**src/rtl/rmw_pkg.sv**
```systemverilog
package rmw_pkg;
  localparam int OP_W = 3;

  localparam logic [OP_W-1:0] OPC_INC  = 3'd0;
  localparam logic [OP_W-1:0] OPC_ADD  = 3'd1;
  localparam logic [OP_W-1:0] OPC_SUB  = 3'd2;
  localparam logic [OP_W-1:0] OPC_XCHG = 3'd3;
  localparam logic [OP_W-1:0] OPC_CAS  = 3'd4;

  typedef enum logic [2:0] {
    ST_IDLE    = 3'd0,
    ST_ACQUIRE = 3'd1,
    ST_READ    = 3'd2,
    ST_WRITE   = 3'd3,
    ST_RELEASE = 3'd4,
    ST_DONE    = 3'd5
  } rmw_state_e;
endpackage

```
**src/rtl/rmw_alu.sv**
```systemverilog
module rmw_alu
  import rmw_pkg::*;
#(
  parameter int DATA_W = 32
) (
  input  logic [OP_W-1:0]   op_i,
  input  logic [DATA_W-1:0] old_i,
  input  logic [DATA_W-1:0] src_i,
  input  logic [DATA_W-1:0] cmp_i,
  output logic [DATA_W-1:0] new_o,
  output logic              wr_o,
  output logic              zf_o,
  output logic [DATA_W-1:0] cmp_res_o
);
  localparam logic [DATA_W-1:0] ONE = {{(DATA_W-1){1'b0}}, 1'b1};

  function automatic logic [DATA_W-1:0] f_sum(input logic [DATA_W-1:0] a,
                                              input logic [DATA_W-1:0] b);
    return a + b;
  endfunction

  function automatic logic [DATA_W-1:0] f_diff(input logic [DATA_W-1:0] a,
                                               input logic [DATA_W-1:0] b);
    return a - b;
  endfunction

  function automatic logic f_hit(input logic [DATA_W-1:0] a,
                                 input logic [DATA_W-1:0] b);
    return a == b;
  endfunction

  logic hit;
  assign hit = f_hit(cmp_i, old_i);

  always_comb begin
    new_o     = old_i;
    wr_o      = 1'b0;
    zf_o      = 1'b0;
    cmp_res_o = cmp_i;
    unique case (op_i)
      OPC_INC:  begin new_o = f_sum(old_i, ONE);   wr_o = 1'b1; end
      OPC_ADD:  begin new_o = f_sum(old_i, src_i); wr_o = 1'b1; end
      OPC_SUB:  begin new_o = f_diff(old_i, src_i); wr_o = 1'b1; end
      OPC_XCHG: begin new_o = src_i;               wr_o = 1'b1; end
      OPC_CAS: begin
        zf_o = hit;
        if (hit) begin
          new_o = src_i;
          wr_o  = 1'b1;
        end else begin
          cmp_res_o = old_i;
        end
      end
      default: begin
        new_o = old_i;
        wr_o  = 1'b0;
      end
    endcase
  end
endmodule

```
**src/rtl/rmw_lock_gate.sv**
```systemverilog
module rmw_lock_gate (
  input  logic clk,
  input  logic rst_n,
  input  logic lock_busy_i,
  input  logic sb_empty_i,
  input  logic want_take_i,
  input  logic want_drop_i,
  output logic take_o,
  output logic drop_o,
  output logic own_o
);
  logic own_q;

  // Take: lock free, buffer drained, not already ours.
  assign take_o = want_take_i & ~own_q & ~lock_busy_i & sb_empty_i;
  // Drop: only the holder, only with a drained buffer.
  assign drop_o = want_drop_i & own_q & sb_empty_i;
  assign own_o  = own_q;

  always_ff @(posedge clk or negedge rst_n) begin
    if (!rst_n)      own_q <= 1'b0;
    else if (take_o) own_q <= 1'b1;
    else if (drop_o) own_q <= 1'b0;
  end
endmodule

```
**src/rtl/rmw_fsm.sv**
```systemverilog
module rmw_fsm
  import rmw_pkg::*;
(
  input  logic clk,
  input  logic rst_n,
  input  logic req_valid_i,
  input  logic take_i,
  input  logic drop_i,
  output logic accept_o,
  output logic want_take_o,
  output logic want_drop_o,
  output logic rd_phase_o,
  output logic wr_phase_o,
  output logic done_o,
  output logic busy_o
);
  rmw_state_e st_q, st_d;

  always_comb begin
    st_d = st_q;
    unique case (st_q)
      ST_IDLE:    if (req_valid_i) st_d = ST_ACQUIRE;
      ST_ACQUIRE: if (take_i)      st_d = ST_READ;
      ST_READ:                     st_d = ST_WRITE;
      ST_WRITE:                    st_d = ST_RELEASE;
      ST_RELEASE: if (drop_i)      st_d = ST_DONE;
      ST_DONE:                     st_d = ST_IDLE;
      default:                     st_d = ST_IDLE;
    endcase
  end

  always_ff @(posedge clk or negedge rst_n) begin
    if (!rst_n) st_q <= ST_IDLE;
    else        st_q <= st_d;
  end

  assign accept_o    = (st_q == ST_IDLE) & req_valid_i;
  assign want_take_o = (st_q == ST_ACQUIRE);
  assign want_drop_o = (st_q == ST_RELEASE);
  assign rd_phase_o  = (st_q == ST_READ);
  assign wr_phase_o  = (st_q == ST_WRITE);
  assign done_o      = (st_q == ST_DONE);
  assign busy_o      = (st_q != ST_IDLE);
endmodule

```
**src/rtl/locked_rmw_unit.sv**
```systemverilog
module locked_rmw_unit
  import rmw_pkg::*;
#(
  parameter int DATA_W = 32,
  parameter int ADDR_W = 8
) (
  input  logic              clk,
  input  logic              rst_n,
  input  logic              req_valid_i,
  input  logic [OP_W-1:0]   req_op_i,
  input  logic [ADDR_W-1:0] req_addr_i,
  input  logic [DATA_W-1:0] req_src_i,
  input  logic [DATA_W-1:0] req_cmp_i,
  output logic              busy_o,
  input  logic              lock_busy_i,
  input  logic              sb_empty_i,
  output logic              lock_take_o,
  output logic              lock_drop_o,
  output logic              lock_own_o,
  output logic              mem_rd_en_o,
  output logic              mem_wr_en_o,
  output logic [ADDR_W-1:0] mem_addr_o,
  output logic [DATA_W-1:0] mem_wdata_o,
  input  logic [DATA_W-1:0] mem_rdata_i,
  output logic              done_o,
  output logic [DATA_W-1:0] old_o,
  output logic              zf_o,
  output logic [DATA_W-1:0] cmp_o
);
  // Named internal events
  logic accept, want_take, want_drop, rd_phase, wr_phase;
  logic alu_wr, alu_zf;
  logic [DATA_W-1:0] alu_new, alu_cmp;

  logic [OP_W-1:0]   op_q;
  logic [ADDR_W-1:0] addr_q;
  logic [DATA_W-1:0] src_q, cmp_q;
  logic [DATA_W-1:0] old_q, cmpres_q;
  logic              zf_q;

  rmw_fsm u_fsm (
    .clk        (clk),
    .rst_n      (rst_n),
    .req_valid_i(req_valid_i),
    .take_i     (lock_take_o),
    .drop_i     (lock_drop_o),
    .accept_o   (accept),
    .want_take_o(want_take),
    .want_drop_o(want_drop),
    .rd_phase_o (rd_phase),
    .wr_phase_o (wr_phase),
    .done_o     (done_o),
    .busy_o     (busy_o)
  );

  rmw_lock_gate u_gate (
    .clk        (clk),
    .rst_n      (rst_n),
    .lock_busy_i(lock_busy_i),
    .sb_empty_i (sb_empty_i),
    .want_take_i(want_take),
    .want_drop_i(want_drop),
    .take_o     (lock_take_o),
    .drop_o     (lock_drop_o),
    .own_o      (lock_own_o)
  );

  rmw_alu #(.DATA_W(DATA_W)) u_alu (
    .op_i     (op_q),
    .old_i    (mem_rdata_i),
    .src_i    (src_q),
    .cmp_i    (cmp_q),
    .new_o    (alu_new),
    .wr_o     (alu_wr),
    .zf_o     (alu_zf),
    .cmp_res_o(alu_cmp)
  );

  // Request capture, only in idle
  always_ff @(posedge clk or negedge rst_n) begin
    if (!rst_n) begin
      op_q   <= '0;
      addr_q <= '0;
      src_q  <= '0;
      cmp_q  <= '0;
    end else if (accept) begin
      op_q   <= req_op_i;
      addr_q <= req_addr_i;
      src_q  <= req_src_i;
      cmp_q  <= req_cmp_i;
    end
  end

  // Results captured in the write step, held until the next one
  always_ff @(posedge clk or negedge rst_n) begin
    if (!rst_n) begin
      old_q    <= '0;
      zf_q     <= 1'b0;
      cmpres_q <= '0;
    end else if (wr_phase) begin
      old_q    <= mem_rdata_i;
      zf_q     <= alu_zf;
      cmpres_q <= alu_cmp;
    end
  end

  assign mem_rd_en_o = rd_phase;
  assign mem_wr_en_o = wr_phase & alu_wr;
  assign mem_addr_o  = addr_q;
  assign mem_wdata_o = alu_new;
  assign old_o       = old_q;
  assign zf_o        = zf_q;
  assign cmp_o       = cmpres_q;
endmodule

```
**config.mk**
```make
export PLATFORM = sky130hd
export DESIGN_NAME = locked_rmw_unit
export DESIGN_NICKNAME = d
export VERILOG_FILES = /design/src/rtl/rmw_pkg.sv /design/src/rtl/rmw_alu.sv /design/src/rtl/rmw_lock_gate.sv /design/src/rtl/rmw_fsm.sv /design/src/rtl/locked_rmw_unit.sv
export SDC_FILE = /design/constraint.sdc
export NUM_CORES = 1
export LEC_CHECK = 0
export BUFFER_PORTS_ARGS = -buffer_cell sky130_fd_sc_hd__buf_4
export CAP_MARGIN = 10
export CORE_MARGIN = 1
export CORE_UTILIZATION = 45
export DETAILED_ROUTE_END_ITERATION = 10
export PLACE_DENSITY = 0.68
export SLEW_MARGIN = 20
export SYNTH_ARGS = -nofsm -noshare
export SYNTH_HDL_FRONTEND = slang
export SYNTH_SLANG_ARGS = --single-unit
```
**constraint.sdc**
```tcl
create_clock -name clk -period 12.4 [get_ports clk]
set_input_delay 1.86 -clock clk [delete_from_list [all_inputs] [get_ports clk]]
set_output_delay 1.86 -clock clk [all_outputs]
set_load 0.02 [all_outputs]
```
==> flow_metrics.env <==
export IMPL_syn_area_per_cell_sq_um=9.56
export IMPL_wire_per_inst_um=19.3
export IMPL_drive_above_1_share_pct=32.6
export IMPL_holdCritPathClass="reg2reg"
export IMPL_finalCritPeriodShare_pct=56.0
export IMPL_pre_cts_slack_ns=5.61
export IMPL_cp_arrival_ns=5.09
export IMPL_syn_nets=1120
export IMPL_post_cts_setup_buffers=0
export IMPL_crit_fanout=6
export IMPL_vias=8313
export IMPL_r2r_end="cmp_o[2]$_DFFE_PN0P_"
export IMPL_ys_seq_area_share_pct=38.7
export IMPL_cts_tree="yes"
export IMPL_synthArstFlopShare_pct=100
export IMPL_portBuffers=223
export IMPL_synth_enable_flop_cells=0
export IMPL_finalSetupTns_ns=0
export IMPL_grt_ovfl_total=0
export IMPL_viasPerCell=5.73
export IMPL_cts_htree_levels=4
export IMPL_cp_endpoint="mem_wdata_o[31]"
export IMPL_first_global_vias=7885
export IMPL_critPathMaxStageDelay_ns=0.51
export IMPL_grtUsageMet2_pct=40.7
export IMPL_fin_skew_ns=0.00881
export IMPL_p_int_mw=1.02
export IMPL_cp_startpoint="src_q[4]$_DFFE_PN0P_"
export IMPL_hold_buffers=0
export IMPL_critical_path_startpoint_type="register"
export IMPL_power_frac_seq_pct=34.9
export IMPL_drtAntennaViolNets=0
export IMPL_p_comb_share_pct=32.5
export IMPL_fp_dieH_um=146
export IMPL_setup_viol=0
export IMPL_cts_resized=0
export IMPL_cpLargestDelayFamily="compound AO/OA/AOI/OAI gates"
export IMPL_fin_hold_ws_ns=0.480
export IMPL_top_usage_layer="met2"
export IMPL_die_w_um=146
export IMPL_grt_start_max_net_pins=97
export IMPL_gr_usage_all_layers_pct=26.9
export IMPL_tightest_slew_ns=1.10
export IMPL_start_util_pct=45.9
export IMPL_design_area_sq_mm=0.0118
export IMPL_cts_max_path_buffers=2
export IMPL_drv_cap=0
export IMPL_cp_slowest_cell="or3b_1"
export IMPL_core_sq_mm=0.0203
export IMPL_clock_sinks=144
export IMPL_worst_ep_required_time_ns=10.54
export IMPL_place_area_sq_mm=0.0112
export IMPL_crit_path_end_kind="output pin"
export IMPL_r2r_slack_ns=9.48
export IMPL_final_cell_mix="buf_4 (231), dfrtp_1 (144), mux2_2 (103), o21ai_0 (86), nor2_1 (80)"
export IMPL_r2r_start="cmp_q[2]$_DFFE_PN0P_"
export IMPL_powerDensity_mw_per_mm2=135
export IMPL_nets=1313
export IMPL_min_from="cmp_o[9]$_DFFE_PN0P_"
export IMPL_min_period_ns=6.95
export IMPL_slew_violations=0
export IMPL_grt_pass1_wl_um=44500
export IMPL_hold_violations=0
export IMPL_drt_initial_drc_count=614
export IMPL_switchingPower_mw=0.578
export IMPL_crit_chain="nor4_4, nand3b_2, or3b_1, nor3_1, xor2_1, a21oi_1, nor2_1, ha_1, nand2_1, o21ai_0, a21oi_1, o21ai_0, a31oi_1, a221oi_2, xnor3_1, o21ai_1, buf_4"
export IMPL_rr_worst_depth=8
export IMPL_firstDrtPassIters=5
export IMPL_clock_tree_root_cell="clkbuf_16"
export IMPL_ios=224
export IMPL_crit_buf_inv=1
export IMPL_fmax_mhz=144
export IMPL_ir_drop_mv=0.0857
export IMPL_leakagePower_nw=5.40
export IMPL_gp_congestion=0.921
export IMPL_setup_ws_ns=5.45
export IMPL_area_growth_pct=26.3
export IMPL_clock_power_share_pct=32.6
export IMPL_cp_num_cells=17
export IMPL_numCtsBuffers=17
export IMPL_synthFlopType="dfrtp_1"
export IMPL_syn_area_sq_mm=0.00932
export IMPL_antenna_found_initial=0
export IMPL_finalPower_mw=1.59
export IMPL_swShare_pct=36.3
export IMPL_clock_latency_ns=0.43
export IMPL_fp_dieArea_sq_mm=0.0213
export IMPL_cts_reportedPaths_clkPinSlew_ns=0.07
export IMPL_grt_util_met3_pct=4.92
export IMPL_wl_um=28000
export IMPL_drc_errors=0
export IMPL_rsz0062_at_grt="false"
export IMPL_maxSlewHeadroom_pct=26.2
export IMPL_synth_warning_count=0
export IMPL_grtUsageMet1_pct=39.0
export IMPL_final_common_cell="buf_4"
export IMPL_num_antenna_cells=0
export IMPL_syn_instance_count=975
export IMPL_yosysUniqueCellTypes=72
export IMPL_outcome="completed"
export IMPL_timing_worst_setup_path_type="reg2out"
export IMPL_synth_seq_cells=144
export IMPL_dp_hpwl_um=20600
export IMPL_fp_row_count=52
==> cell type report <==
class | count | area (sq um)
fillers | 1816 | 8530
multi-input cells | 757 | 5450
flip-flops and latches | 144 | 3600
repair buffers | 232 | 1750
clock buffers | 18 | 429
well taps | 270 | 338
clock inverters | 14 | 146
inverters | 16 | 60.1
==> synth_stat cells, drive strengths merged (9+ instances only) <==
library cell,number,share of area (%)
nand2b,18,1.2
dfrtp,144,39
xnor2,55,5.2
buf,9,0.55
inv,15,0.60
nor2b,12,0.81
ha,32,4.3
a22oi,23,1.9
a21oi,59,3.2
nand3,18,0.97
mux2i,32,3.4
nor2,81,3.3
clkbuf,49,2.0
nand4,9,0.60
mux2,103,12
nor4,10,0.83
o21ai,91,4.9
nor3,19,1.0
xor2,18,1.7
nand2,78,3.1
==> kinds of logic after synthesis <==
group | after synthesis | synth area share [%]
XOR/XNOR | 74 | 7.10
AO/OA/AOI/OAI | 240 | 16.2
adder cells (fa/ha/maj) | 33 | 4.51
AND/OR/NAND/NOR | 275 | 14.4
multiplexers | 135 | 15.9
flip-flops | 144 | 38.7
buffers and inverters | 74 | 3.21
==> sequential cells by signal (all words and copies together), names as in the netlist <==
name and cells:
cmp_o 32, cmp_q 32, mem_addr_o 8, old_o 32
op_q 3, src_q 32, u_fsm.st_q 3, u_gate.own_o 1
zf_o 1
==> power by group through the flow <==
stage	clock, mW	combinational, mW	sequential [mW]
final	0.520	0.518	0.556
after global routing	0.545	0.560	0.562
after CTS	0.528	0.516	0.555
after detailed placement	0	0.512	0.564
after global placement	0	0.512	0.563
after floorplan	0	0.328	0.554
==> worst min path at each step <==
stage / depth (start not counted) / slack (ns) / end
floorplan: 2 / 0.51 / u_fsm.st_q[2]$_DFFE_PN0P_
global placement: 2 / 0.46 / cmp_o[24]$_DFFE_PN0P_
detailed placement: 2 / 0.47 / cmp_o[9]$_DFFE_PN0P_
CTS: 2 / 0.49 / cmp_o[9]$_DFFE_PN0P_
global route: 2 / 0.51 / old_o[0]$_DFFE_PN0P_
finish: 2 / 0.48 / cmp_o[9]$_DFFE_PN0P_
==> worst min-delay path, cell delays in order, from the launching register on <==
cell and delay, ns:
dfrtp_1 0.34, nand2_1 0.05, o21ai_0 0.06
==> stage by stage <==
stage / cells / utilization [%]
after CTS: 1451 / 58.0
after global routing: 1451 / 58.0
final: 1451 / 58.0
after global placement: 1419 / 55.2
after floorplan: 975 / -
after detailed placement: 1419 / 55.2
==> routing by layer <==
layer	up-vias	wire (um)
li1	3923	-
met3	35	2120
met5	-	0
met2	354	12500
met1	4001	12900
met4	0	524
Note: power is estimated with default switching activity, not from simulation.
